File: config.mk
export PLATFORM = sky130hd
export DESIGN_NAME = icCaptureChannel
export DESIGN_NICKNAME = d
export VERILOG_FILES = /design/src/rtl/icPkg.sv /design/src/rtl/icEdgeDetect.sv /design/src/rtl/icCtrl.sv /design/src/rtl/icDatapath.sv /design/src/rtl/icCaptureChannel.sv
export SDC_FILE = /design/constraint.sdc
export NUM_CORES = 1
export LEC_CHECK = 0
export CAP_MARGIN = 20
export CORE_MARGIN = 5
export CORE_UTILIZATION = 40
export DETAILED_ROUTE_END_ITERATION = 8
export PLACE_DENSITY = 0.74
export SETUP_SLACK_MARGIN = 0.4
export SKIP_LAST_GASP = 1
export SLEW_MARGIN = 20
export SYNTH_ARGS = -nofsm -noshare
export SYNTH_HDL_FRONTEND = slang
export SYNTH_SLANG_ARGS = --single-unit
File: constraint.sdc
create_clock -name clk -period 2.35 [get_ports clk]
set_clock_uncertainty 0.15 [all_clocks]
set_input_delay 0.235 -clock clk [delete_from_list [all_inputs] [get_ports clk]]
set_output_delay 0.235 -clock clk [all_outputs]
set_load 0.1 [all_outputs]
File: src/rtl/icPkg.sv
package icPkg;
  localparam int STATUS_W = 8;

  // status bit positions (decoded by software, so fixed)
  localparam int FLAG_BIT = 7;
  localparam int IE_BIT   = 6;
  localparam int ZERO_BIT = 5;
  localparam int MODE_BIT = 4;
  localparam int EDGE_HI  = 3;
  localparam int EDGE_LO  = 2;
  localparam int TOV_BIT  = 1;
  localparam int MAX_BIT  = 0;

  localparam logic [1:0] ADDR_STATUS = 2'd0;
  localparam logic [1:0] ADDR_CAP_HI = 2'd1;
  localparam logic [1:0] ADDR_CAP_LO = 2'd2;

  typedef enum logic [1:0] {
    EDGE_OFF  = 2'b00,
    EDGE_RISE = 2'b01,
    EDGE_FALL = 2'b10,
    EDGE_BOTH = 2'b11
  } edgeSel_e;

  typedef struct packed {
    logic capture;
    logic selStatus;
    logic selHi;
    logic selLo;
  } icStrobe_t;
endpackage

File: src/rtl/icEdgeDetect.sv
module icEdgeDetect #(
  parameter int SYNC_STAGES = 2
) (
  input  logic clk,
  input  logic rstN,
  input  logic pinIn,
  output logic rise,
  output logic fall
);
  localparam int LAST = SYNC_STAGES - 1;

  logic [LAST:0] syncQ;
  logic          prevQ;

  generate
    if (SYNC_STAGES == 1) begin : gSingle
      always_ff @(posedge clk) begin
        if (!rstN) syncQ <= '0;
        else       syncQ <= pinIn;
      end
    end else begin : gChain
      always_ff @(posedge clk) begin
        if (!rstN) syncQ <= '0;
        else       syncQ <= {syncQ[LAST-1:0], pinIn};
      end
    end
  endgenerate

  always_ff @(posedge clk) begin
    if (!rstN) prevQ <= 1'b0;
    else       prevQ <= syncQ[LAST];
  end

  assign rise = syncQ[LAST] & ~prevQ;
  assign fall = ~syncQ[LAST] & prevQ;
endmodule

File: src/rtl/icCtrl.sv
module icCtrl
  import icPkg::*;
#(
  parameter int ADDR_W = 2
) (
  input  logic                clk,
  input  logic                rstN,
  input  logic                rise,
  input  logic                fall,
  input  logic [ADDR_W-1:0]   addr,
  input  logic                rdEn,
  input  logic                wrEn,
  input  logic [STATUS_W-1:0] wrData,
  output icStrobe_t           stb,
  output logic [STATUS_W-1:0] statusByte,
  output logic                lockQ,
  output logic                irqReq
);
  logic     flagQ, ieQ, modeQ, tovQ, maxQ, armedQ;
  edgeSel_e edgeQ;
  logic     statusWr, statusRd, readHi, readLo, edgeMatch;
  logic     unusedWrBit;

  assign unusedWrBit = wrData[ZERO_BIT];

  always_comb begin
    stb.selStatus = (addr == ADDR_W'(ADDR_STATUS));
    stb.selHi     = (addr == ADDR_W'(ADDR_CAP_HI));
    stb.selLo     = (addr == ADDR_W'(ADDR_CAP_LO));
  end

  assign statusWr = wrEn & stb.selStatus;
  assign statusRd = rdEn & stb.selStatus;
  assign readHi   = rdEn & stb.selHi;
  assign readLo   = rdEn & stb.selLo;

  always_comb begin
    unique case (edgeQ)
      EDGE_RISE: edgeMatch = rise;
      EDGE_FALL: edgeMatch = fall;
      EDGE_BOTH: edgeMatch = rise | fall;
      default:   edgeMatch = 1'b0;
    endcase
  end

  // a read of the upper byte already shields its own cycle
  assign stb.capture = edgeMatch & ~modeQ & ~lockQ & ~readHi;

  always_ff @(posedge clk) begin
    if (!rstN) begin
      ieQ   <= 1'b0;
      modeQ <= 1'b0;
      edgeQ <= EDGE_OFF;
      tovQ  <= 1'b0;
      maxQ  <= 1'b0;
    end else if (statusWr) begin
      ieQ   <= wrData[IE_BIT];
      modeQ <= wrData[MODE_BIT];
      edgeQ <= edgeSel_e'(wrData[EDGE_HI:EDGE_LO]);
      tovQ  <= wrData[TOV_BIT];
      maxQ  <= wrData[MAX_BIT];
    end
  end

  always_ff @(posedge clk) begin
    if (!rstN) begin
      flagQ <= 1'b0;
    end else if (stb.capture) begin
      flagQ <= 1'b1;
    end else if (statusWr && !wrData[FLAG_BIT] && armedQ) begin
      flagQ <= 1'b0;
    end
  end

  always_ff @(posedge clk) begin
    if (!rstN)                 armedQ <= 1'b0;
    else if (statusWr)         armedQ <= 1'b0;
    else if (statusRd && flagQ) armedQ <= 1'b1;
    else if (!flagQ)           armedQ <= 1'b0;
  end

  always_ff @(posedge clk) begin
    if (!rstN)       lockQ <= 1'b0;
    else if (readHi) lockQ <= 1'b1;
    else if (readLo) lockQ <= 1'b0;
  end

  always_comb begin
    statusByte           = '0;
    statusByte[FLAG_BIT] = flagQ;
    statusByte[IE_BIT]   = ieQ;
    statusByte[MODE_BIT] = modeQ;
    statusByte[EDGE_HI:EDGE_LO] = edgeQ;
    statusByte[TOV_BIT]  = tovQ;
    statusByte[MAX_BIT]  = maxQ;
  end

  assign irqReq = flagQ & ieQ;
endmodule

File: src/rtl/icDatapath.sv
module icDatapath
  import icPkg::*;
#(
  parameter int BYTE_W = 8
) (
  input  logic                clk,
  input  icStrobe_t           stb,
  input  logic [2*BYTE_W-1:0] countVal,
  input  logic [STATUS_W-1:0] statusByte,
  output logic [2*BYTE_W-1:0] capValue,
  output logic [BYTE_W-1:0]   rdData
);
  localparam int CNT_W = 2 * BYTE_W;

  logic [CNT_W-1:0] capQ;

  // contents undefined until the first capture, so no reset
  always_ff @(posedge clk) begin
    if (stb.capture) capQ <= countVal;
  end

  assign capValue = capQ;

  always_comb begin
    if (stb.selStatus)  rdData = BYTE_W'(statusByte);
    else if (stb.selHi) rdData = capQ[CNT_W-1:BYTE_W];
    else if (stb.selLo) rdData = capQ[BYTE_W-1:0];
    else                rdData = '0;
  end
endmodule

File: src/rtl/icCaptureChannel.sv
module icCaptureChannel
  import icPkg::*;
#(
  parameter int BYTE_W      = 8,
  parameter int SYNC_STAGES = 2,
  parameter int ADDR_W      = 2
) (
  input  logic                clk,
  input  logic                rstN,
  input  logic                pinIn,
  input  logic [2*BYTE_W-1:0] countVal,
  input  logic [ADDR_W-1:0]   addr,
  input  logic                rdEn,
  input  logic                wrEn,
  input  logic [BYTE_W-1:0]   wrData,
  output logic [BYTE_W-1:0]   rdData,
  output logic                irqReq
);
  localparam int CNT_W = 2 * BYTE_W;

  logic                rise, fall, lockQ;
  icStrobe_t           stb;
  logic [STATUS_W-1:0] statusByte;
  logic [CNT_W-1:0]    capValue;

  icEdgeDetect #(.SYNC_STAGES(SYNC_STAGES)) uEdge (
    .clk(clk), .rstN(rstN), .pinIn(pinIn), .rise(rise), .fall(fall)
  );

  icCtrl #(.ADDR_W(ADDR_W)) uCtrl (
    .clk(clk), .rstN(rstN), .rise(rise), .fall(fall),
    .addr(addr), .rdEn(rdEn), .wrEn(wrEn), .wrData(wrData[STATUS_W-1:0]),
    .stb(stb), .statusByte(statusByte), .lockQ(lockQ), .irqReq(irqReq)
  );

  icDatapath #(.BYTE_W(BYTE_W)) uData (
    .clk(clk), .stb(stb), .countVal(countVal), .statusByte(statusByte),
    .capValue(capValue), .rdData(rdData)
  );
endmodule

==> impl_metrics.prom, run 1 <==
# TYPE chip_impl_metric gauge
chip_impl_info{name="status",value="finished, final reports clean"} 1
chip_impl_metric{name="routabilityCongestion",unit=""} 0.746
chip_impl_metric{name="cts-root-to-sink-buffers",unit=""} 2
chip_impl_metric{name="path_clk_slew",unit="ns"} 0.14
chip_impl_metric{name="place.detailed.instances",unit=""} 171
chip_impl_metric{name="hold_violations",unit=""} 0
chip_impl_metric{name="total_power",unit="uW"} 926
chip_impl_metric{name="post_synth_edffs",unit=""} 16
chip_impl_metric{name="netlist-cell-type-count",unit=""} 22
chip_impl_metric{name="flow.area_growth_from_synthesis",unit="%"} 51.2
chip_impl_metric{name="grt_start_max_net_pins",unit=""} 16
chip_impl_info{name="worst-setup-path-type",value="reg -> reg"} 1
chip_impl_metric{name="ys_async_sr_fraction",unit="%"} 0
chip_impl_metric{name="track_usage",unit="%"} 13.3
chip_impl_info{name="synth_flop_cell",value="sky130_fd_sc_hd__edfxtp_1"} 1
chip_impl_metric{name="synth.top_cell.area_share",unit="%"} 40.5
chip_impl_info{name="root_buffer",value="sky130_fd_sc_hd__clkbuf_4"} 1
chip_impl_metric{name="slew_violations",unit=""} 0
chip_impl_metric{name="worstPathMaxFanout",unit=""} 9
chip_impl_metric{name="ant_nets",unit=""} 0
chip_impl_metric{name="num_io_pins",unit=""} 40
chip_impl_metric{name="placeableCoreArea",unit="um2"} 2810
chip_impl_info{name="rsz0062_at_grt",value="yes"} 1
chip_impl_metric{name="post-route-drc-count",unit=""} 0
chip_impl_info{name="crit_path_end_kind",value="register"} 1
chip_impl_metric{name="max_cap_viols",unit=""} 0
chip_impl_metric{name="ir_worst_vdd",unit="mV"} 0.380
chip_impl_metric{name="leakagePower",unit="uW"} 0.000665
chip_impl_metric{name="netlist_area",unit="um2"} 1190
chip_impl_metric{name="worst_pin_slew",unit="ns"} 0.433
chip_impl_info{name="worstHoldPathType",value="reg -> reg"} 1
chip_impl_metric{name="hpwl",unit="mm"} 1.94
chip_impl_metric{name="fraction_of_final_layout_cells_sized_beyond_drive_strength_1",unit="%"} 22.2
chip_impl_metric{name="final_critical_path_setup_slack",unit="ns"} 0.464
chip_impl_metric{name="arrival_time_reported_for_the_critical_path_endpoint",unit="ns"} 1.79
chip_impl_metric{name="post-place-ws",unit="ns"} 0.268
chip_impl_metric{name="initial_util",unit="%"} 42.3
chip_impl_metric{name="detail_route.wl_per_cell",unit="um"} 14.3
chip_impl_metric{name="height_of_the_chip",unit="um"} 64.5
chip_impl_metric{name="die_x",unit="um"} 64.5
chip_impl_metric{name="fmax",unit="GHz"} 0.530
chip_impl_info{name="critical_path.startpoint_type",value="register"} 1
chip_impl_metric{name="drt_iter0_drc",unit=""} 18
chip_impl_metric{name="drt-vias-per-instance",unit=""} 4.87
chip_impl_metric{name="antenna_cells_inserted",unit=""} 0
chip_impl_info{name="cts_tree",value="built"} 1
chip_impl_metric{name="row_count",unit=""} 19
chip_impl_metric{name="design.die.area",unit="um2"} 4150
chip_impl_metric{name="leftover_overflow_at_the_end_of_global_routing",unit=""} 0
chip_impl_metric{name="postCtsSetupBuffers",unit=""} 0
chip_impl_metric{name="fill_cells",unit=""} 236
chip_impl_metric{name="register_area",unit="um2"} 722
chip_impl_metric{name="sinks_on_clock_net",unit=""} 28
chip_impl_metric{name="grt_pass1_vias",unit=""} 877
chip_impl_metric{name="finalSetupViolations",unit=""} 0
chip_impl_metric{name="yosysSeqAreaShare",unit="%"} 60.8
chip_impl_metric{name="power.density",unit="nW/um2"} 517
chip_impl_info{name="synth.largest_area_cell",value="sky130_fd_sc_hd__edfxtp_1"} 1
chip_impl_metric{name="totalNegativeSetupSlack",unit="ns"} 0
chip_impl_metric{name="grt_first_pass_wirelength",unit="mm"} 4.24
chip_impl_metric{name="drtPass1Iterations",unit=""} 4
chip_impl_metric{name="synthesis.yosys.warnings",unit=""} 0
chip_impl_metric{name="cp.required",unit="ns"} 2.26
chip_impl_metric{name="cts_inserted_buffers",unit=""} 3
chip_impl_metric{name="antenna_found_initial",unit=""} 0
chip_impl_metric{name="final-instance-count-excl-fill",unit=""} 175
chip_impl_metric{name="mappedNetlistNets",unit=""} 132
chip_impl_info{name="synth_top_cells_by_count",value="sky130_fd_sc_hd__edfxtp_1 (16), sky130_fd_sc_hd__mux2i_1 (13), sky130_fd_sc_hd__dfxtp_1 (12), sky130_fd_sc_hd__nand2_1 (12)"} 1
chip_impl_metric{name="layout.nets",unit=""} 178
chip_impl_info{name="netlist_top_cells_area",value="sky130_fd_sc_hd__edfxtp_1 (41%), sky130_fd_sc_hd__dfxtp_1 (20%), sky130_fd_sc_hd__mux2i_1 (11%), sky130_fd_sc_hd__nor2b_1 (4.2%), sky130_fd_sc_hd__nand2_1 (3.8%)"} 1
chip_impl_metric{name="total_via_count_in_the_routed_design",unit=""} 853
chip_impl_metric{name="layout_worst_path_cycle_share",unit="%"} 80.3
chip_impl_metric{name="worst_slew_margin",unit="%"} 71.1
chip_impl_metric{name="post_synth_inst_count",unit=""} 99
chip_impl_metric{name="multi_input_area",unit="um2"} 468
chip_impl_metric{name="fin_crit",unit="ns"} 1.89
chip_impl_metric{name="total_of_flip_flops_plus_latches_after_synthesis",unit=""} 28
chip_impl_metric{name="cts.htree.levels",unit=""} 1
chip_impl_metric{name="finalWirelength",unit="mm"} 2.50
chip_impl_info{name="yosysMostFrequentCell",value="sky130_fd_sc_hd__edfxtp_1"} 1
chip_impl_metric{name="avgSynthCellArea",unit="um2"} 12.0
chip_impl_metric{name="port_buffers",unit=""} 38
chip_impl_metric{name="worst_skew_pair.late_latency",unit="ns"} 0.32
chip_impl_metric{name="postCtsHoldBufs",unit=""} 0
==> routing by layer <==
| metal | track usage, % | routed length, um | part of all wire, % |
|---|---|---|---|
| met5 | 0 | 0 | 0 |
| met4 | 3.96 | 22 | 0.88 |
| met2 | 21.4 | 1180 | 47 |
| met3 | 3.97 | 192 | 7.7 |
| met1 | 17.3 | 1110 | 44 |
==> worst max-delay path, stage by stage, from the launching register on <==
cell,delay (ns)
sky130_fd_sc_hd__dfxtp_2,0.36
sky130_fd_sc_hd__inv_2,0.05
sky130_fd_sc_hd__ha_4,0.22
sky130_fd_sc_hd__and2b_1,0.20
sky130_fd_sc_hd__o21ai_2,0.07
sky130_fd_sc_hd__a2111oi_4,0.37
sky130_fd_sc_hd__buf_6,0.20
==> per-stage QoR <==
| step | hold WS, ns | util, % | cell area, um2 |
|---|---|---|---|
| floorplan | 0.184 | - | 1210 |
| global placement | 0.267 | 62.4 | 1750 |
| detailed placement | 0.269 | 62.4 | 1750 |
| CTS | 0.293 | 63.2 | 1770 |
| global route | 0.275 | 63.9 | 1790 |
| finish | 0.302 | 63.9 | 1790 |
==> path summary, 6_finish.rpt <==
kind,depth (start not counted),endpoint,from,slack [ns]
worst max-delay path,6,uData.capValue[9],uEdge.prevQ,0.46
worst max register to register,6,uData.capValue[9],uEdge.prevQ,0.46
worst min-delay path,1,uEdge.syncQ[1],uEdge.syncQ[0],0.30
worst min register to register,1,uEdge.syncQ[1],uEdge.syncQ[0],0.30
==> kinds of logic (layout without fill, tap and decap cells) <==
group | after synthesis | count (layout) | synth area share, %
DFF | 28 | 28 | 60.8
muxes | 13 | 13 | 11.0
AOI/OAI and AO/OA | 13 | 13 | 8.02
adders and majority gates | 2 | 2 | 2.11
and+or+nand+nor | 34 | 34 | 15.1
buffers and inverters | 9 | 54 | 3.06
==> power breakdown <==
part	switching [uW]	leakage, uW	internal, uW
combinational	99.3	0.000407	96.0
sequential	6.43	0.000242	526
clock	133	0.0000150	66.5
total	238	0.000665	688
==> registers in the layout (all words and copies together) (netlist names) <==
name            count
uEdge.syncQ         2
uCtrl.armedQ        1
uCtrl.flagQ         1
uCtrl.maxQ          1
uData.capValue     16
uCtrl.lockQ         1
uCtrl.tovQ          1
uCtrl.modeQ         1
uCtrl.edgeQ         2
uEdge.prevQ         1
uCtrl.ieQ           1
==> final cells by class <==
cell class	count	share of cell area [%]
sequential	28	40.3
timing repair buffer	46	29.2
multi-input combinational	62	26.1
tap	31	2.16
clock buffer	4	1.47
inverter	4	0.837
==> cell usage in the layout (no fill, tap or decap), types with 3 or more instances in the layout <==
cell type,n
sky130_fd_sc_hd__clkdlybuf4s50_1,27
sky130_fd_sc_hd__edfxtp_1,16
sky130_fd_sc_hd__mux2i_1,13
sky130_fd_sc_hd__nand2_1,12
sky130_fd_sc_hd__dfxtp_1,11
sky130_fd_sc_hd__nor2b_1,8
sky130_fd_sc_hd__o21ai_2,8
sky130_fd_sc_hd__buf_12,8
sky130_fd_sc_hd__buf_4,7
sky130_fd_sc_hd__and2_1,5
sky130_fd_sc_hd__nor2_1,3
sky130_fd_sc_hd__inv_1,3
sky130_fd_sc_hd__clkbuf_4,3
==> what timing repair did <==
| item | 4_1_cts | 5_1_grt |
|---|---|---|
| gates cloned | 0 | 0 |
| gates resized for setup | 2 | 4 |
| endpoints found under the setup margin | 16 | 17 |
Note: power is estimated with default switching activity, not from simulation.
==> run 2, diff against run 1 <==
Settings changed: CORE_UTILIZATION 40 to 44, PLACE_DENSITY 0.74 to 0.78.
Clock period 2.35 ns to 1.9 ns, I/O delays scaled along.
==> run 2 against run 1 <==
Compared with the run above: count of clock-buffer cells in the layout did not move; worst setup slack got worse by 0.46 ns; sequential share of layout area fell by 2.4 points; clock power rose by 41%; via count rose by 6.2%; fmax fell by 0.28%; worst hold slack got worse by 0.059 ns; power rose by 30%; non-clock buffer count rose by 4; sequential cell count did not move; routed wire length rose by 17%; global-route usage rose by 3.7 points.
==> impl_metrics.prom, run 2 (synthesis gave the netlist of run 1 again) <==
# TYPE chip_impl_metric gauge
chip_impl_info{name="status",value="finished, final reports clean"} 1
chip_impl_info{name="worst-setup-path-type",value="reg -> reg"} 1
chip_impl_info{name="timing.critical_path.slowest_stage_cell",value="sky130_fd_sc_hd__a2111oi_4"} 1
chip_impl_metric{name="cts-root-to-sink-buffers",unit=""} 2
chip_impl_metric{name="antenna_found_initial",unit=""} 0
chip_impl_info{name="crit_start",value="uEdge.prevQ"} 1
chip_impl_metric{name="power.density",unit="nW/um2"} 627
chip_impl_metric{name="worst_slew_margin",unit="%"} 75.4
chip_impl_metric{name="die_x",unit="um"} 61.9
chip_impl_info{name="rsz0062_at_grt",value="yes"} 1
chip_impl_metric{name="track_usage",unit="%"} 17.0
chip_impl_metric{name="design.die.area",unit="um2"} 3830
chip_impl_metric{name="drtPass1Iterations",unit=""} 2
chip_impl_metric{name="hold_violations",unit=""} 0
chip_impl_metric{name="placeableCoreArea",unit="um2"} 2520
chip_impl_metric{name="hold-worst-slack",unit="ns"} 0.243
chip_impl_metric{name="fin_crit",unit="ns"} 1.89
chip_impl_info{name="min_from",value="addr[1]"} 1
chip_impl_info{name="highest_count_cells_in_the_layout_ignoring_fill_and_taps",value="sky130_fd_sc_hd__clkdlybuf4s50_1 (27), sky130_fd_sc_hd__edfxtp_1 (16), sky130_fd_sc_hd__nand2_1 (11), sky130_fd_sc_hd__buf_4 (10), sky130_fd_sc_hd__buf_12 (9)"} 1
chip_impl_metric{name="num_io_pins",unit=""} 40
chip_impl_metric{name="arrival_time_reported_for_the_critical_path_endpoint",unit="ns"} 1.79
chip_impl_info{name="critical_path.startpoint_type",value="register"} 1
chip_impl_metric{name="drt_iter0_drc",unit=""} 14
chip_impl_metric{name="worst_skew_pair.late_latency",unit="ns"} 0.31
chip_impl_metric{name="port_buffers",unit=""} 38
chip_impl_metric{name="finalWirelength",unit="mm"} 2.93
chip_impl_metric{name="fraction_of_final_layout_cells_sized_beyond_drive_strength_1",unit="%"} 35.8
chip_impl_info{name="crit_path_end_kind",value="register"} 1
chip_impl_metric{name="leftover_overflow_at_the_end_of_global_routing",unit=""} 0
chip_impl_metric{name="critPathMaxStageDelay",unit="ns"} 0.38
chip_impl_metric{name="sinks_on_clock_net",unit=""} 28
chip_impl_metric{name="slew_violations",unit=""} 0
chip_impl_metric{name="cts.htree.levels",unit=""} 1
chip_impl_info{name="worstHoldPathType",value="in -> reg"} 1
chip_impl_metric{name="fmax",unit="GHz"} 0.529
chip_impl_metric{name="grt_first_pass_wirelength",unit="mm"} 4.54
chip_impl_metric{name="flip_flop_count_of_the_largest_register_all_copies_and_words_added",unit=""} 16
chip_impl_metric{name="drt-vias-per-instance",unit=""} 5.09
chip_impl_metric{name="cp.required",unit="ns"} 1.80
chip_impl_metric{name="leakagePower",unit="uW"} 0.000691
chip_impl_info{name="layout.cells.most_common",value="sky130_fd_sc_hd__clkdlybuf4s50_1"} 1
chip_impl_metric{name="routabilityCongestion",unit=""} 0.711
chip_impl_metric{name="ir_worst_vdd",unit="mV"} 0.432
chip_impl_metric{name="worst_pin_slew",unit="ns"} 0.368
chip_impl_metric{name="post-route-drc-count",unit=""} 0
chip_impl_metric{name="worstPathMaxFanout",unit=""} 6
chip_impl_metric{name="flow.area_growth_from_synthesis",unit="%"} 62.6
chip_impl_info{name="crit_path_cell_trace",value="inv_2, ha_4, and2b_1, o21ai_2, a2111oi_4, buf_4"} 1
chip_impl_metric{name="layout.nets",unit=""} 182
chip_impl_metric{name="layout_worst_path_cycle_share",unit="%"} 99.5
chip_impl_metric{name="cts_inserted_buffers",unit=""} 3
chip_impl_metric{name="ant_nets",unit=""} 0
chip_impl_metric{name="initial_util",unit="%"} 47.0
chip_impl_info{name="root_buffer",value="sky130_fd_sc_hd__clkbuf_4"} 1
chip_impl_metric{name="final_critical_path_setup_slack",unit="ns"} 0.00867
chip_impl_metric{name="antenna_cells_inserted",unit=""} 0
chip_impl_metric{name="grt_pass1_vias",unit=""} 950
chip_impl_metric{name="hpwl",unit="mm"} 2.18
chip_impl_metric{name="detail_route.wl_per_cell",unit="um"} 16.4
chip_impl_metric{name="total_via_count_in_the_routed_design",unit=""} 906
chip_impl_info{name="cts_tree",value="built"} 1
chip_impl_metric{name="row_count",unit=""} 18
chip_impl_metric{name="finalSetupViolations",unit=""} 0
chip_impl_metric{name="height_of_the_chip",unit="um"} 61.9
chip_impl_info{name="worstReg2RegStart",value="uEdge.prevQ"} 1
chip_impl_metric{name="path_clk_slew",unit="ns"} 0.14
chip_impl_metric{name="max_cap_viols",unit=""} 0
chip_impl_metric{name="grt_start_max_net_pins",unit=""} 16
chip_impl_metric{name="post-place-ws",unit="ns"} -0.0318
==> run 2: cell types whose count changed in the layout (fill, tap and decap cells not counted), moves of 2 or more <==
cell	delta
sky130_fd_sc_hd__dlygate4sd2_1	-2
sky130_fd_sc_hd__dfxtp_2	+6
sky130_fd_sc_hd__o21ai_2	-6
sky130_fd_sc_hd__buf_4	+3
sky130_fd_sc_hd__o21ai_4	+6
sky130_fd_sc_hd__mux2i_1	-6
sky130_fd_sc_hd__dfxtp_1	-6
sky130_fd_sc_hd__mux2i_2	+6
==> run 2: timing repair <==
action / in CTS / in global routing
hold buffers: 0 / 0
resized for setup: 16 / 8
setup endpoints to repair: 31 / 26
setup buffers: 0 / 0
pin swaps: 6 / 1
==> run 2: where the power goes <==
part	switching, uW	internal, uW
logic	136	132
registers	8.78	651
clock network	164	117
total	308	900
==> run 2: final timing paths <==
kind                             to  slack (ns)  depth (start not counted)
hold reg to reg      uEdge.syncQ[1]        0.32                          1
setup reg to reg  uData.capValue[2]       0.009                          6
hold / removal         uCtrl.armedQ        0.24                          5
setup / recovery  uData.capValue[2]       0.009                          6
==> run 2: final cells by class <==
type                            count  area [um2]
Tap cell                           30        37.5
Multi-Input combinational cell     62         546
Clock buffer                        4        36.3
Timing Repair Buffer               50         564
Sequential cell                    28         729
Inverter                            4        15.0
Fill cell                         160         594
==> run 2: critical path, delay by kind of cell (launching register included) <==
| kind | cells | cell delay [ns] |
|---|---|---|
| compound gates | 2 | 0.45 |
| fa+ha+maj | 1 | 0.19 |
| buf+inv | 2 | 0.27 |
| flops | 1 | 0.36 |
| simple gates | 1 | 0.20 |
==> run 2: through the flow <==
step           power, uW  setup TNS (ns)  util, %  cell area, um2  std cells
6_report            1210               0     76.4            1930        178
5_1_grt             1260          -0.971     76.4            1930        178
4_1_cts             1220          -0.192     76.0            1920        178
3_5_place_dp         931          -0.362     72.9            1840        174
3_3_place_gp         925         -0.0412     72.9            1840        174
2_1_floorplan        801           -4.54        -            1260         99
==> run 2: layer usage <==
| metal | routed length, um | vias up | track usage [%] | part of all wire (%) |
|---|---|---|---|---|
| li1 | - | 440 | - | - |
| met3 | 175 | 2 | 3.93 | 6.0 |
| met2 | 1560 | 27 | 29.3 | 53 |
| met5 | 0 | - | 0 | 0 |
| met4 | 10 | 0 | 4.55 | 0.34 |
| met1 | 1180 | 437 | 21.3 | 40 |
==> run 3, diff against run 2 <==
Settings changed: SETUP_SLACK_MARGIN 0.4 to 0.02.
==> run 3 against run 2 <==
Compared with the run above: critical path depth is the same; worst setup slack gained 0.031 ns; core utilization fell by 3.8 points; count of clock-buffer cells in the layout did not move; final cell count fell by 0.56%; combinational power decreased by 8.2%; clock power is 12% lower; sequential share of layout area is 1.6 points higher; fmax rose by 1.7%; sequential cell count did not move; largest cell class unchanged.
==> impl_metrics.prom, run 3 (synthesis gave the netlist of run 1 again) <==
# TYPE chip_impl_metric gauge
chip_impl_info{name="status",value="finished, final reports clean"} 1
chip_impl_info{name="layout.cells.most_common",value="sky130_fd_sc_hd__clkdlybuf4s50_1"} 1
chip_impl_metric{name="row_count",unit=""} 18
chip_impl_metric{name="power.density",unit="nW/um2"} 629
chip_impl_metric{name="globalRouteMet1Util",unit="%"} 17.2
chip_impl_metric{name="postCtsHoldBufs",unit=""} 0
chip_impl_metric{name="flow.area_growth_from_synthesis",unit="%"} 54.4
chip_impl_metric{name="grt.met2_usage",unit="%"} 26.8
chip_impl_metric{name="worst-r2r-cell-count",unit=""} 6
chip_impl_metric{name="total_via_count_in_the_routed_design",unit=""} 869
chip_impl_metric{name="path_clk_slew",unit="ns"} 0.15
chip_impl_metric{name="hpwl",unit="mm"} 2.00
chip_impl_info{name="rsz0062_at_grt",value="yes"} 1
chip_impl_metric{name="slew_violations",unit=""} 0
chip_impl_metric{name="fraction_of_final_layout_cells_sized_beyond_drive_strength_1",unit="%"} 25.2
chip_impl_metric{name="worst_skew_pair.late_latency",unit="ns"} 0.32
chip_impl_metric{name="fin_crit",unit="ns"} 1.86
chip_impl_metric{name="ant_nets",unit=""} 0
chip_impl_metric{name="fill_cells",unit=""} 186
chip_impl_metric{name="fmax",unit="GHz"} 0.538
chip_impl_metric{name="worstPathMaxFanout",unit=""} 6
chip_impl_metric{name="leakagePower",unit="uW"} 0.000689
chip_impl_metric{name="totalNegativeSetupSlack",unit="ns"} 0
chip_impl_info{name="critical_path.startpoint_type",value="register"} 1
chip_impl_metric{name="finalWirelength",unit="mm"} 2.55
chip_impl_metric{name="drtPass1Iterations",unit=""} 4
chip_impl_metric{name="dpl-instance-area",unit="um2"} 1780
chip_impl_info{name="crit_path_end_kind",value="register"} 1
chip_impl_metric{name="cts-root-to-sink-buffers",unit=""} 2
chip_impl_metric{name="placeableCoreArea",unit="um2"} 2520
chip_impl_metric{name="design.die.area",unit="um2"} 3830
chip_impl_metric{name="detail_route.wl_per_cell",unit="um"} 14.4
chip_impl_info{name="timing.hold.worst_endpoint",value="uData.capValue[15]"} 1
chip_impl_metric{name="sinks_on_clock_net",unit=""} 28
chip_impl_metric{name="antenna_found_initial",unit=""} 0
chip_impl_info{name="highest_count_cells_in_the_layout_ignoring_fill_and_taps",value="sky130_fd_sc_hd__clkdlybuf4s50_1 (28), sky130_fd_sc_hd__edfxtp_1 (16), sky130_fd_sc_hd__mux2i_1 (13), sky130_fd_sc_hd__nand2_1 (12)"} 1
chip_impl_metric{name="height_of_the_chip",unit="um"} 61.9
chip_impl_metric{name="drt_iter0_drc",unit=""} 4
chip_impl_metric{name="max_cap_viols",unit=""} 0
chip_impl_metric{name="grt_start_max_net_pins",unit=""} 16
chip_impl_info{name="worstHoldPathType",value="in -> reg"} 1
chip_impl_metric{name="total_power",unit="uW"} 1150
chip_impl_metric{name="arrival_time_reported_for_the_critical_path_endpoint",unit="ns"} 1.76
chip_impl_metric{name="cts.htree.levels",unit=""} 1
chip_impl_metric{name="reg2reg_setup_slack",unit="ns"} 0.04
chip_impl_metric{name="cts_inserted_buffers",unit=""} 3
chip_impl_info{name="worstReg2RegStart",value="uEdge.prevQ"} 1
chip_impl_metric{name="num_io_pins",unit=""} 40
chip_impl_metric{name="initial_util",unit="%"} 47.0
chip_impl_info{name="grt.busiest_layer",value="met2"} 1
chip_impl_metric{name="grt_first_pass_wirelength",unit="mm"} 4.06
chip_impl_metric{name="grt_util_met3",unit="%"} 2.48
chip_impl_metric{name="routabilityCongestion",unit=""} 0.742
chip_impl_metric{name="ir_worst_vdd",unit="mV"} 0.601
chip_impl_metric{name="post-route-drc-count",unit=""} 0
chip_impl_metric{name="die_x",unit="um"} 61.9
chip_impl_info{name="worstReg2RegEnd",value="uData.capValue[2]"} 1
chip_impl_metric{name="layout_worst_path_cycle_share",unit="%"} 97.9
chip_impl_metric{name="antenna_cells_inserted",unit=""} 0
chip_impl_info{name="cts_tree",value="built"} 1
chip_impl_info{name="root_buffer",value="sky130_fd_sc_hd__clkbuf_4"} 1
chip_impl_metric{name="final-instance-count-excl-fill",unit=""} 177
chip_impl_metric{name="track_usage",unit="%"} 14.7
chip_impl_metric{name="hold_violations",unit=""} 0
chip_impl_metric{name="min_path_cells",unit=""} 1
chip_impl_metric{name="layout.nets",unit=""} 181
chip_impl_metric{name="flip_flop_count_of_the_largest_register_all_copies_and_words_added",unit=""} 16
chip_impl_metric{name="finalSetupViolations",unit=""} 0
chip_impl_metric{name="port_buffers",unit=""} 38
chip_impl_metric{name="cp.required",unit="ns"} 1.80
chip_impl_info{name="worst-setup-path-type",value="reg -> reg"} 1
chip_impl_metric{name="drt-vias-per-instance",unit=""} 4.91
chip_impl_metric{name="leftover_overflow_at_the_end_of_global_routing",unit=""} 0
chip_impl_metric{name="worst_pin_slew",unit="ns"} 0.408
chip_impl_metric{name="place.detailed.instances",unit=""} 172
chip_impl_info{name="min_from",value="countVal[15]"} 1
chip_impl_metric{name="worst_slew_margin",unit="%"} 72.7
chip_impl_metric{name="post-route-cell-area",unit="um2"} 1830
chip_impl_metric{name="grt_pass1_vias",unit=""} 926
==> run 3: worst max-delay path: stages (launching register included) <==
cell	delay [ns]
sky130_fd_sc_hd__dfxtp_2	0.36
sky130_fd_sc_hd__inv_2	0.04
sky130_fd_sc_hd__ha_4	0.19
sky130_fd_sc_hd__and2b_1	0.19
sky130_fd_sc_hd__o21ai_2	0.06
sky130_fd_sc_hd__a2111oi_4	0.37
sky130_fd_sc_hd__buf_4	0.22
==> run 3: per-layer routing <==
layer	share of wire (%)	wire length, um	vias to the layer above
li1	-	-	435
met1	39	996	401
met2	53	1360	29
met3	6.3	160	4
met4	1.4	35	0
met5	0	0	-
==> run 3: cell type report <==
class / instances / area [um2] / share of cell area [%]
well taps: 30 / 37.5 / 2.05
repair buffers: 49 / 559 / 30.5
inverters: 4 / 15.0 / 0.820
clock buffers: 4 / 26.3 / 1.43
multi-input cells: 62 / 470 / 25.7
flip-flops and latches: 28 / 723 / 39.5
==> run 3: power by group <==
part	switching [uW]	internal, uW
clock	165	82.2
combinational	124	122
sequential	8.16	650
total	297	855
==> run 3: worst max-delay path by stage <==
| stage | start | to | slack, ns |
|---|---|---|---|
| floorplan | uEdge.prevQ | uData.capValue[0] | -0.27 |
| global route | uEdge.prevQ | uData.capValue[2] | -0.03 |
| global placement | uEdge.prevQ | uData.capValue[8] | -0.02 |
| finish | uEdge.prevQ | uData.capValue[2] | 0.04 |
| detailed placement | uEdge.prevQ | uData.capValue[8] | -0.03 |
| CTS | uEdge.prevQ | uData.capValue[6] | -0.006 |
==> run 3: timing repair <==
action,4_1_cts,5_1_grt
resized for setup,4,2
pin swaps,3,1
buffers inserted,1,0
endpoints found under the setup margin,16,25
==> run 3: stage by stage <==
step                util (%)  hold WS (ns)  worst slack, ns
floorplan                  -         0.139           -0.273
global placement        70.4         0.268          -0.0171
detailed placement      70.4         0.270          -0.0260
CTS                     72.4         0.253         -0.00578
global route            72.6         0.243          -0.0336
finish                  72.6         0.254           0.0401
